===== src/rtl/pwm_audio_pkg.sv =====
`timescale 1ns/1ps
package pwm_audio_pkg;

    localparam int unsigned DATA_W     = 32;
    localparam int unsigned STRB_W     = DATA_W / 8;
    localparam int unsigned SAMPLE_W   = 8;
    localparam int unsigned STATUS_OFS = 'h010;
    localparam logic [SAMPLE_W-1:0] MIDSCALE = 8'h80;

    typedef enum logic {
        WR_IDLE = 1'b0,
        WR_RESP = 1'b1
    } wr_state_t;

    typedef enum logic {
        RD_IDLE = 1'b0,
        RD_DATA = 1'b1
    } rd_state_t;

    typedef enum logic {
        PL_SILENT  = 1'b0,
        PL_PLAYING = 1'b1
    } pl_state_t;

endpackage


===== src/rtl/pwm_audio_buf.sv =====
`timescale 1ns/1ps
module pwm_audio_buf
    import pwm_audio_pkg::*;
#(
    parameter int unsigned IDX_W = 8
) (
    input  logic                clk,
    input  logic                we,
    input  logic [IDX_W-1:0]    widx,
    input  logic [DATA_W-1:0]   wdata,
    input  logic [STRB_W-1:0]   wstrb,
    input  logic [IDX_W-1:0]    ridx,
    output logic [DATA_W-1:0]   rword,
    input  logic [IDX_W-1:0]    pidx,
    output logic [SAMPLE_W-1:0] pbyte
);
    localparam int unsigned DEPTH = 1 << IDX_W;
    localparam int unsigned LANE_W = $clog2(STRB_W);

    logic [SAMPLE_W-1:0] mem [DEPTH];

    // Lane writes into the ring storage; index low bits select the lane.
    always_ff @(posedge clk) begin
        if (we) begin
            for (int i = 0; i < STRB_W; i++) begin
                if (wstrb[i]) begin
                    mem[{widx[IDX_W-1:LANE_W], LANE_W'(i)}] <= wdata[8*i +: 8];
                end
            end
        end
    end

    // Word read port for the bus, byte read port for the player.
    for (genvar g = 0; g < STRB_W; g++) begin : g_lane
        assign rword[8*g +: 8] = mem[{ridx[IDX_W-1:LANE_W], LANE_W'(g)}];
    end

    assign pbyte = mem[pidx];

endmodule


===== src/rtl/pwm_audio_bus.sv =====
`timescale 1ns/1ps
module pwm_audio_bus
    import pwm_audio_pkg::*;
#(
    parameter int unsigned ADDR_W = 12,
    parameter int unsigned IDX_W  = 8
) (
    input  logic                clk,
    input  logic                rst_n,
    input  logic [ADDR_W-1:0]   awaddr,
    input  logic                awvalid,
    output logic                awready,
    input  logic [DATA_W-1:0]   wdata,
    input  logic [STRB_W-1:0]   wstrb,
    input  logic                wvalid,
    output logic                wready,
    output logic [1:0]          bresp,
    output logic                bvalid,
    input  logic                bready,
    input  logic [ADDR_W-1:0]   araddr,
    input  logic                arvalid,
    output logic                arready,
    output logic [DATA_W-1:0]   rdata,
    output logic [1:0]          rresp,
    output logic                rvalid,
    input  logic                rready,
    output logic                buf_we,
    output logic [IDX_W-1:0]    buf_widx,
    output logic [IDX_W-1:0]    buf_ridx,
    input  logic [DATA_W-1:0]   buf_rword,
    output logic [IDX_W-1:0]    head,
    input  logic [IDX_W-1:0]    tail,
    input  logic                half_empty
);
    localparam int unsigned REG_BASE = 2 << IDX_W;
    localparam int unsigned RGN_W    = ADDR_W - IDX_W;
    localparam logic [ADDR_W-1:0] OFS_HEAD = ADDR_W'(REG_BASE);
    localparam logic [ADDR_W-1:0] OFS_TAIL = ADDR_W'(REG_BASE + 4);
    localparam logic [ADDR_W-1:0] OFS_STAT = ADDR_W'(STATUS_OFS);
    localparam logic [RGN_W-1:0]  RGN_BUF  = RGN_W'(1);

    wr_state_t wr_st, wr_nx;
    rd_state_t rd_st, rd_nx;

    logic              wr_fire, rd_fire;
    logic              aw_align, ar_align;
    logic [IDX_W-1:0]  head_q;
    logic [DATA_W-1:0] rd_mux, rdata_q;

    assign wr_fire  = (wr_st == WR_IDLE) && awvalid && wvalid;
    assign rd_fire  = (rd_st == RD_IDLE) && arvalid;
    assign aw_align = (awaddr[1:0] == 2'b00);
    assign ar_align = (araddr[1:0] == 2'b00);

    // ---------------- write channel ----------------
    always_comb begin
        wr_nx = wr_st;
        unique case (wr_st)
            WR_IDLE: if (awvalid && wvalid) wr_nx = WR_RESP;
            WR_RESP: if (bready)            wr_nx = WR_IDLE;
        endcase
    end

    always_ff @(posedge clk or negedge rst_n) begin
        if (!rst_n) wr_st <= WR_IDLE;
        else        wr_st <= wr_nx;
    end

    always_comb begin
        awready = 1'b0;
        wready  = 1'b0;
        bvalid  = 1'b0;
        unique case (wr_st)
            WR_IDLE: begin
                awready = awvalid && wvalid;
                wready  = awvalid && wvalid;
            end
            WR_RESP: bvalid = 1'b1;
        endcase
    end

    assign bresp    = 2'b00;
    assign buf_we   = wr_fire && aw_align && (awaddr[ADDR_W-1:IDX_W] == RGN_BUF);
    assign buf_widx = awaddr[IDX_W-1:0];

    always_ff @(posedge clk or negedge rst_n) begin
        if (!rst_n) begin
            head_q <= '0;
        end else if (wr_fire && aw_align && (awaddr == OFS_HEAD) && wstrb[0]) begin
            head_q <= wdata[IDX_W-1:0];
        end
    end

    assign head = head_q;

    // ---------------- read channel ----------------
    always_comb begin
        rd_nx = rd_st;
        unique case (rd_st)
            RD_IDLE: if (arvalid) rd_nx = RD_DATA;
            RD_DATA: if (rready)  rd_nx = RD_IDLE;
        endcase
    end

    always_ff @(posedge clk or negedge rst_n) begin
        if (!rst_n) rd_st <= RD_IDLE;
        else        rd_st <= rd_nx;
    end

    always_comb begin
        arready = 1'b0;
        rvalid  = 1'b0;
        unique case (rd_st)
            RD_IDLE: arready = 1'b1;
            RD_DATA: rvalid  = 1'b1;
        endcase
    end

    assign buf_ridx = araddr[IDX_W-1:0];

    always_comb begin
        rd_mux = '0;
        if (ar_align) begin
            if (araddr[ADDR_W-1:IDX_W] == RGN_BUF) rd_mux = buf_rword;
            else if (araddr == OFS_HEAD)           rd_mux = DATA_W'(head_q);
            else if (araddr == OFS_TAIL)           rd_mux = DATA_W'(tail);
            else if (araddr == OFS_STAT)           rd_mux = DATA_W'(half_empty);
        end
    end

    always_ff @(posedge clk or negedge rst_n) begin
        if (!rst_n)       rdata_q <= '0;
        else if (rd_fire) rdata_q <= rd_mux;
    end

    assign rdata = rdata_q;
    assign rresp = 2'b00;

endmodule


===== src/rtl/pwm_audio_player.sv =====
`timescale 1ns/1ps
module pwm_audio_player
    import pwm_audio_pkg::*;
#(
    parameter int unsigned DIV   = 300,
    parameter int unsigned IDX_W = 8
) (
    input  logic                clk,
    input  logic                rst_n,
    input  logic [IDX_W-1:0]    head,
    output logic [IDX_W-1:0]    tail,
    input  logic [SAMPLE_W-1:0] rd_byte,
    output logic [SAMPLE_W-1:0] level,
    output logic                half_empty,
    output logic                irq
);
    localparam int unsigned CNT_W = (DIV > 1) ? $clog2(DIV) : 1;
    localparam logic [CNT_W-1:0] CNT_LAST = CNT_W'(DIV - 1);
    localparam logic [IDX_W-1:0] HALF     = IDX_W'(1 << (IDX_W - 1));

    pl_state_t pl_st, pl_nx;

    logic [CNT_W-1:0]    div_cnt;
    logic                tick, avail;
    logic [IDX_W-1:0]    tail_q, fill;
    logic [SAMPLE_W-1:0] held_q;
    logic                half_q, irq_q;

    // Sample-rate divider.
    assign tick = (div_cnt == CNT_LAST);

    always_ff @(posedge clk or negedge rst_n) begin
        if (!rst_n)    div_cnt <= '0;
        else if (tick) div_cnt <= '0;
        else           div_cnt <= div_cnt + 1'b1;
    end

    assign avail = (head != tail_q);

    // Player state machine: next state, state register, outputs.
    always_comb begin
        pl_nx = pl_st;
        if (tick) pl_nx = avail ? PL_PLAYING : PL_SILENT;
    end

    always_ff @(posedge clk or negedge rst_n) begin
        if (!rst_n) pl_st <= PL_SILENT;
        else        pl_st <= pl_nx;
    end

    always_ff @(posedge clk or negedge rst_n) begin
        if (!rst_n) begin
            tail_q <= '0;
            held_q <= MIDSCALE;
        end else if (tick && avail) begin
            held_q <= rd_byte;
            tail_q <= tail_q + 1'b1;
        end
    end

    always_comb begin
        unique case (pl_st)
            PL_SILENT:  level = MIDSCALE;
            PL_PLAYING: level = held_q;
        endcase
    end

    assign tail = tail_q;

    // Occupancy flag and its rising-edge doorbell.
    assign fill       = head - tail_q;
    assign half_empty = (fill <= HALF);

    always_ff @(posedge clk or negedge rst_n) begin
        if (!rst_n) begin
            half_q <= 1'b1;
            irq_q  <= 1'b0;
        end else begin
            half_q <= half_empty;
            irq_q  <= half_empty && !half_q;
        end
    end

    assign irq = irq_q;

endmodule


===== src/rtl/pwm_audio_pwm.sv =====
`timescale 1ns/1ps
module pwm_audio_pwm
    import pwm_audio_pkg::*;
(
    input  logic                clk,
    input  logic                rst_n,
    input  logic [SAMPLE_W-1:0] level,
    output logic                pwm_out
);
    logic [SAMPLE_W-1:0] carrier;
    logic                pwm_q;

    always_ff @(posedge clk or negedge rst_n) begin
        if (!rst_n) begin
            carrier <= '0;
            pwm_q   <= 1'b0;
        end else begin
            carrier <= carrier + 1'b1;
            pwm_q   <= (carrier < level);
        end
    end

    assign pwm_out = pwm_q;

endmodule


===== src/rtl/pwm_audio_ring.sv =====
`timescale 1ns/1ps
module pwm_audio_ring
    import pwm_audio_pkg::*;
#(
    parameter int unsigned CLK_HZ    = 100_000_000,
    parameter int unsigned SAMPLE_HZ = 22_000,
    parameter int unsigned ADDR_W    = 12,
    parameter int unsigned IDX_W     = 8
) (
    input  logic              clk,
    input  logic              rst_n,
    input  logic [ADDR_W-1:0] s_awaddr,
    input  logic              s_awvalid,
    output logic              s_awready,
    input  logic [31:0]       s_wdata,
    input  logic [3:0]        s_wstrb,
    input  logic              s_wvalid,
    output logic              s_wready,
    output logic [1:0]        s_bresp,
    output logic              s_bvalid,
    input  logic              s_bready,
    input  logic [ADDR_W-1:0] s_araddr,
    input  logic              s_arvalid,
    output logic              s_arready,
    output logic [31:0]       s_rdata,
    output logic [1:0]        s_rresp,
    output logic              s_rvalid,
    input  logic              s_rready,
    output logic              pwm_out,
    output logic              irq
);
    localparam int unsigned DIV = CLK_HZ / SAMPLE_HZ;

    logic                buf_we;
    logic [IDX_W-1:0]    buf_widx, buf_ridx;
    logic [DATA_W-1:0]   buf_rword;
    logic [IDX_W-1:0]    head, tail;
    logic [SAMPLE_W-1:0] play_byte, level;
    logic                half_empty;

    pwm_audio_bus #(.ADDR_W(ADDR_W), .IDX_W(IDX_W)) u_bus (
        .clk        (clk),
        .rst_n      (rst_n),
        .awaddr     (s_awaddr),
        .awvalid    (s_awvalid),
        .awready    (s_awready),
        .wdata      (s_wdata),
        .wstrb      (s_wstrb),
        .wvalid     (s_wvalid),
        .wready     (s_wready),
        .bresp      (s_bresp),
        .bvalid     (s_bvalid),
        .bready     (s_bready),
        .araddr     (s_araddr),
        .arvalid    (s_arvalid),
        .arready    (s_arready),
        .rdata      (s_rdata),
        .rresp      (s_rresp),
        .rvalid     (s_rvalid),
        .rready     (s_rready),
        .buf_we     (buf_we),
        .buf_widx   (buf_widx),
        .buf_ridx   (buf_ridx),
        .buf_rword  (buf_rword),
        .head       (head),
        .tail       (tail),
        .half_empty (half_empty)
    );

    pwm_audio_buf #(.IDX_W(IDX_W)) u_buf (
        .clk   (clk),
        .we    (buf_we),
        .widx  (buf_widx),
        .wdata (s_wdata),
        .wstrb (s_wstrb),
        .ridx  (buf_ridx),
        .rword (buf_rword),
        .pidx  (tail),
        .pbyte (play_byte)
    );

    pwm_audio_player #(.DIV(DIV), .IDX_W(IDX_W)) u_player (
        .clk        (clk),
        .rst_n      (rst_n),
        .head       (head),
        .tail       (tail),
        .rd_byte    (play_byte),
        .level      (level),
        .half_empty (half_empty),
        .irq        (irq)
    );

    pwm_audio_pwm u_pwm (
        .clk     (clk),
        .rst_n   (rst_n),
        .level   (level),
        .pwm_out (pwm_out)
    );

endmodule


===== config.mk =====
export PLATFORM = sky130hd
export DESIGN_NAME = pwm_audio_ring
export DESIGN_NICKNAME = d
export VERILOG_FILES = /design/src/rtl/pwm_audio_pkg.sv /design/src/rtl/pwm_audio_buf.sv /design/src/rtl/pwm_audio_bus.sv /design/src/rtl/pwm_audio_player.sv /design/src/rtl/pwm_audio_pwm.sv /design/src/rtl/pwm_audio_ring.sv
export SDC_FILE = /design/constraint.sdc
export NUM_CORES = 2
export LEC_CHECK = 0
export BUFFER_PORTS_ARGS = -buffer_cell sky130_fd_sc_hd__buf_2
export CAP_MARGIN = 25
export CELL_PAD_IN_SITES_DETAIL_PLACEMENT = 0
export CELL_PAD_IN_SITES_GLOBAL_PLACEMENT = 1
export CORE_MARGIN = 5
export CORE_UTILIZATION = 51
export CTS_BUF_LIST = sky130_fd_sc_hd__clkbuf_16
export DETAILED_ROUTE_END_ITERATION = 8
export PLACE_DENSITY_LB_ADDON = 0.15
export SYNTH_ARGS = -nofsm -noshare
export SYNTH_HDL_FRONTEND = slang
export SYNTH_SLANG_ARGS = --single-unit

===== constraint.sdc =====
create_clock -name clk -period 3.3 [get_ports clk]
set_input_delay 0.495 -clock clk [delete_from_list [all_inputs] [get_ports clk]]
set_output_delay 0.495 -clock clk [all_outputs]
set_load 0.03 [all_outputs]

==> impl_results.md <==
* TritonCTS Buffers at 220
* Ys flop type: edfxtp_1
* Critical Path Stages at 10
* Maximum VDD drop at approximately 540 uV
* Dpl cell area at 109000 sq um
* RSZ-0062 raised after global routing: yes
* Fraction of the mapped netlist area in adder cells at less than 1%
* Final core occ at 60.3%
* Post-route cell area at ~120000 sq um
* Die ar. at a little over 200000 sq um
* Crit start category: flip-flop
* Post-layout power at just under 60 mW
* DRT Pass-1 Iters at 6
* CTS sink count at between 2000 and 2500
* Cell Chain, Critical Path: clkinv_1 > ha_1 > nand2_1 > o41a_1 > buf_4 > nand2b_1 > a21oi_1 > o22ai_1 > buf_4 > o31ai_1
* CP Launch Point: u_player.tail[5]$_DFFE_PN0P_
* I/O pin total at between 100 and 150
* Largest family of logic cells by synthesized area: multiplexers
* Initial antenna violation count at 84
* Crit path to: u_player.held_q[6]$_DFFE_PN0P_
* Crit path max fanout at 10
* Synthesized cell area at roughly 99000 sq um
* Post-synthesis sequential area ratio at roughly 64%
* Multi-input logic area at roughly 34000 sq um
* Syn Area/Cell at roughly 20 sq um
* Die height at between 400 and 500 um
* DRC Markers at 0
* Initial core utilization at roughly 51%
* Total Routed Length at between 400000 and 500000 um
* Worst-path clk slew at roughly 60 ps
* Vias in the first global route at between 60000 and 70000
* Worst-Skew Late Latency at about 900 ps
* Vias at about 66000
* DR WL/cell at 51.0 um
* Leak at about 38 nW
* Antenna violation net count after detailed routing at 0
* Final setup viols at 1
* Gate Count Post-Synth at slightly below 5000
* Largest net degree at the start of global routing at 65
* Core area at ~200000 sq um
* P&R area growth vs syn at 18.0%
* TritonCTS clock tree: built
* #FFs+latches synth at 2131
* CP max stage cell: dfrtp_2
* DIE WIDTH at approximately 450 um
* Final worst path period need at between 3000 and 4000 ps
* XOR/XNOR Fraction of Synth Area at less than 1%
* Clock Tree Buf Depth at 3
* Root buffer cell: clkbuf_16
* Asr flop ratio synth at just under 4%
* Most frequent cells in the layout: edfxtp_1 (2048), mux4_2 (1172), buf_4 (767)
* CP endpoint kind: flip-flop
* Worst Max-Slew Pin Slew at ~1200 ps
* First-pass GRT wire length at 573000 um
* WS Path Type: reg -> reg
* Hold Fails Final Rpt at 0
* Leading cell type in the layout, fill and taps excluded: edfxtp_1
* Gp weighted congestion at roughly 1.1
* Hold Crit Class: in -> reg
* Final slew viol count at 0
* CP peak stage delay at just over 600 ps
* Fraction of layout cells with a size suffix above 1 at a little over two fifths
* Slew headroom at between 10% and 20%
* Final WS setup at -41.4 ps
* Max Fclk at 0.299 GHz
* Status: finished, violations left
* Worst R2R Start: u_player.tail[5]$_DFFE_PN0P_
* Hold path depth at 3
* CTS H-tree depth at 4
* Pwr Density at about 500 nW/um^2
* Count of input and output buffers at between 100 and 150
* Failing checks: negative setup slack
* R2r setup slk at -40 ps
* Final global-route overflow total at 0
* Post-DP HPWL at 311000 um
* Worst endpoint data arrival time at between 4000 and 5000 ps
* GRT Overall Usage at 42.5%
* Critical path buffers and inverters at 3
* Initial DRC Count at around 14000
* Compound-cell area share of the yosys netlist at approximately 2.6%
* Max-Cap Viols at 0
* Post-Route Skew at approximately 35 ps
* Vias per cell at just under 8
* Storage element area at about 64000 sq um
* Critical path required time at just over 4000 ps
* Crit-path leading delay family: compound AO/OA/AOI/OAI gates
* EDFF count, synth at ~2000
* Warning count from the yosys run at 0
* Mux cell area share after synthesis at 28.1%
* Simple-gate portion of the synthesized area at 2.88%
* Row count at approximately 160
* Period utilisation layout at 101%
* Fillers at between 10000 and 15000
* Crit-path most repeated cell: buf_4
* Final Net Count at 5830
* R2R depth at 10
* Netlist cell types at between 70 and 80
* R2R Path End: u_player.held_q[6]$_DFFE_PN0P_
[per-stage QoR]
step                TNS, ps  setup WS (ps)  instances  hold slack, ps
global route           -125          -51.3       8481            45.3
global placement      -4120           -748       8049             468
detailed placement    -3010           -452       8053             474
finish                -41.4          -41.4       8524            43.1
floorplan                 0            244       4942             199
CTS                       0           1.14       8474            12.2
[logic make-up (layout without fill, tap and decap cells)]
| group | Yosys count | after routing |
|---|---|---|
| XOR/XNOR | 26 | 26 |
| flip-flops | 2131 | 2131 |
| other | 1 | 51 |
| multiplexers | 1316 | 1316 |
| AND/OR/NAND/NOR | 663 | 663 |
| AO/OA/AOI/OAI | 373 | 373 |
| buffers and inverters | 410 | 1403 |
| adder cells (fa/ha/maj) | 19 | 19 |
[cells in the mapped netlist, types with 13 or more instances]
library cell  number  area, sq um
clkbuf_1         183          687
dfrtp_1           81         2030
nor2_1           316         1190
ha_1              18          225
a221oi_1          21          184
edfxtp_1        2048        61500
a22oi_1           51          383
xnor2_1           18          158
a211oi_1          17          128
nand2_1          191          717
buf_2            104          521
buf_4             46          345
mux2i_1          119         1190
mux4_2          1172        26400
o22ai_1           23          144
inv_1             13         48.8
a21oi_1           82          410
o221ai_1          13          114
a32o_1            26          260
mux2_2            25          282
nor3_1            19         95.1
nand3_1           48          240
nor2b_1           16          100
buf_1             52          195
o21ai_0           44          220
[cell type report]
cell class                 count  share of cell area [%]
tap                         2542                    2.71
clock inverter               191                    1.54
clock buffer                 222                    4.74
multi-input combinational   2401                    29.0
sequential                  2131                    54.3
timing repair buffer         975                    7.52
inverter                      15                  0.0566
antenna                       47                   0.100
[power by group]
part	internal [mW]	switching (mW)	leakage, nW
clock network	14.7	11.0	3.74
logic	1.25	2.49	14.9
registers	29.6	0.0178	19.5
total	45.6	13.5	38.2
[worst min-delay path by stage]
| stage | from | end |
|---|---|---|
| 4_1_cts | s_wvalid | u_bus.wr_st$_DFF_PN0_ |
| 5_1_grt | s_wdata[2] | u_buf.mem[148][2]$_DFFE_PP_ |
| 6_report | s_wvalid | u_bus.wr_st$_DFF_PN0_ |
| 3_3_place_gp | u_pwm.carrier[7]$_DFF_PN0_ | u_pwm.carrier[7]$_DFF_PN0_ |
| 3_5_place_dp | u_player.held_q[5]$_DFFE_PN0P_ | u_player.held_q[5]$_DFFE_PN0P_ |
| 2_1_floorplan | rst_n | u_bus.head[0]$_DFFE_PN0P_ |
[worst register-to-register path: stages, from the launching register on]
cell	delay [ps]
dfrtp_2	610
clkinv_1	230
ha_1	450
nand2_1	110
o41a_1	370
buf_4	220
nand2b_1	550
a21oi_1	190
o22ai_1	210
buf_4	190
o31ai_1	80
[repair_timing]
item,in CTS,in global routing
endpoints found under the setup margin,8,8
pin swaps,1,1
gates resized for setup,11,26
hold buffers,4,0
gates cloned,0,1
endpoints found under the hold margin,51,0
buffers inserted,4,2
[state kept, by name, summed over array words and instances, names as in the netlist]
signal	cells
u_buf.mem	2048
u_bus.rdata	32
u_player.div_cnt	13
u_bus.head	8
u_player.held_q	8
u_player.tail	8
u_pwm.carrier	8
u_bus.rd_st	1
u_bus.wr_st	1
u_player.half_q	1
u_player.irq	1
u_player.pl_st	1
u_pwm.pwm_out	1
[per-layer routing]
| layer | GRT usage [%] | part of all wire, % |
|---|---|---|
| met5 | 0 | 0.051 |
| met4 | 23.1 | 7.1 |
| met3 | 18.3 | 17 |
| met2 | 60.1 | 43 |
| met1 | 55.8 | 34 |
(Power assumes the default switching activity.)
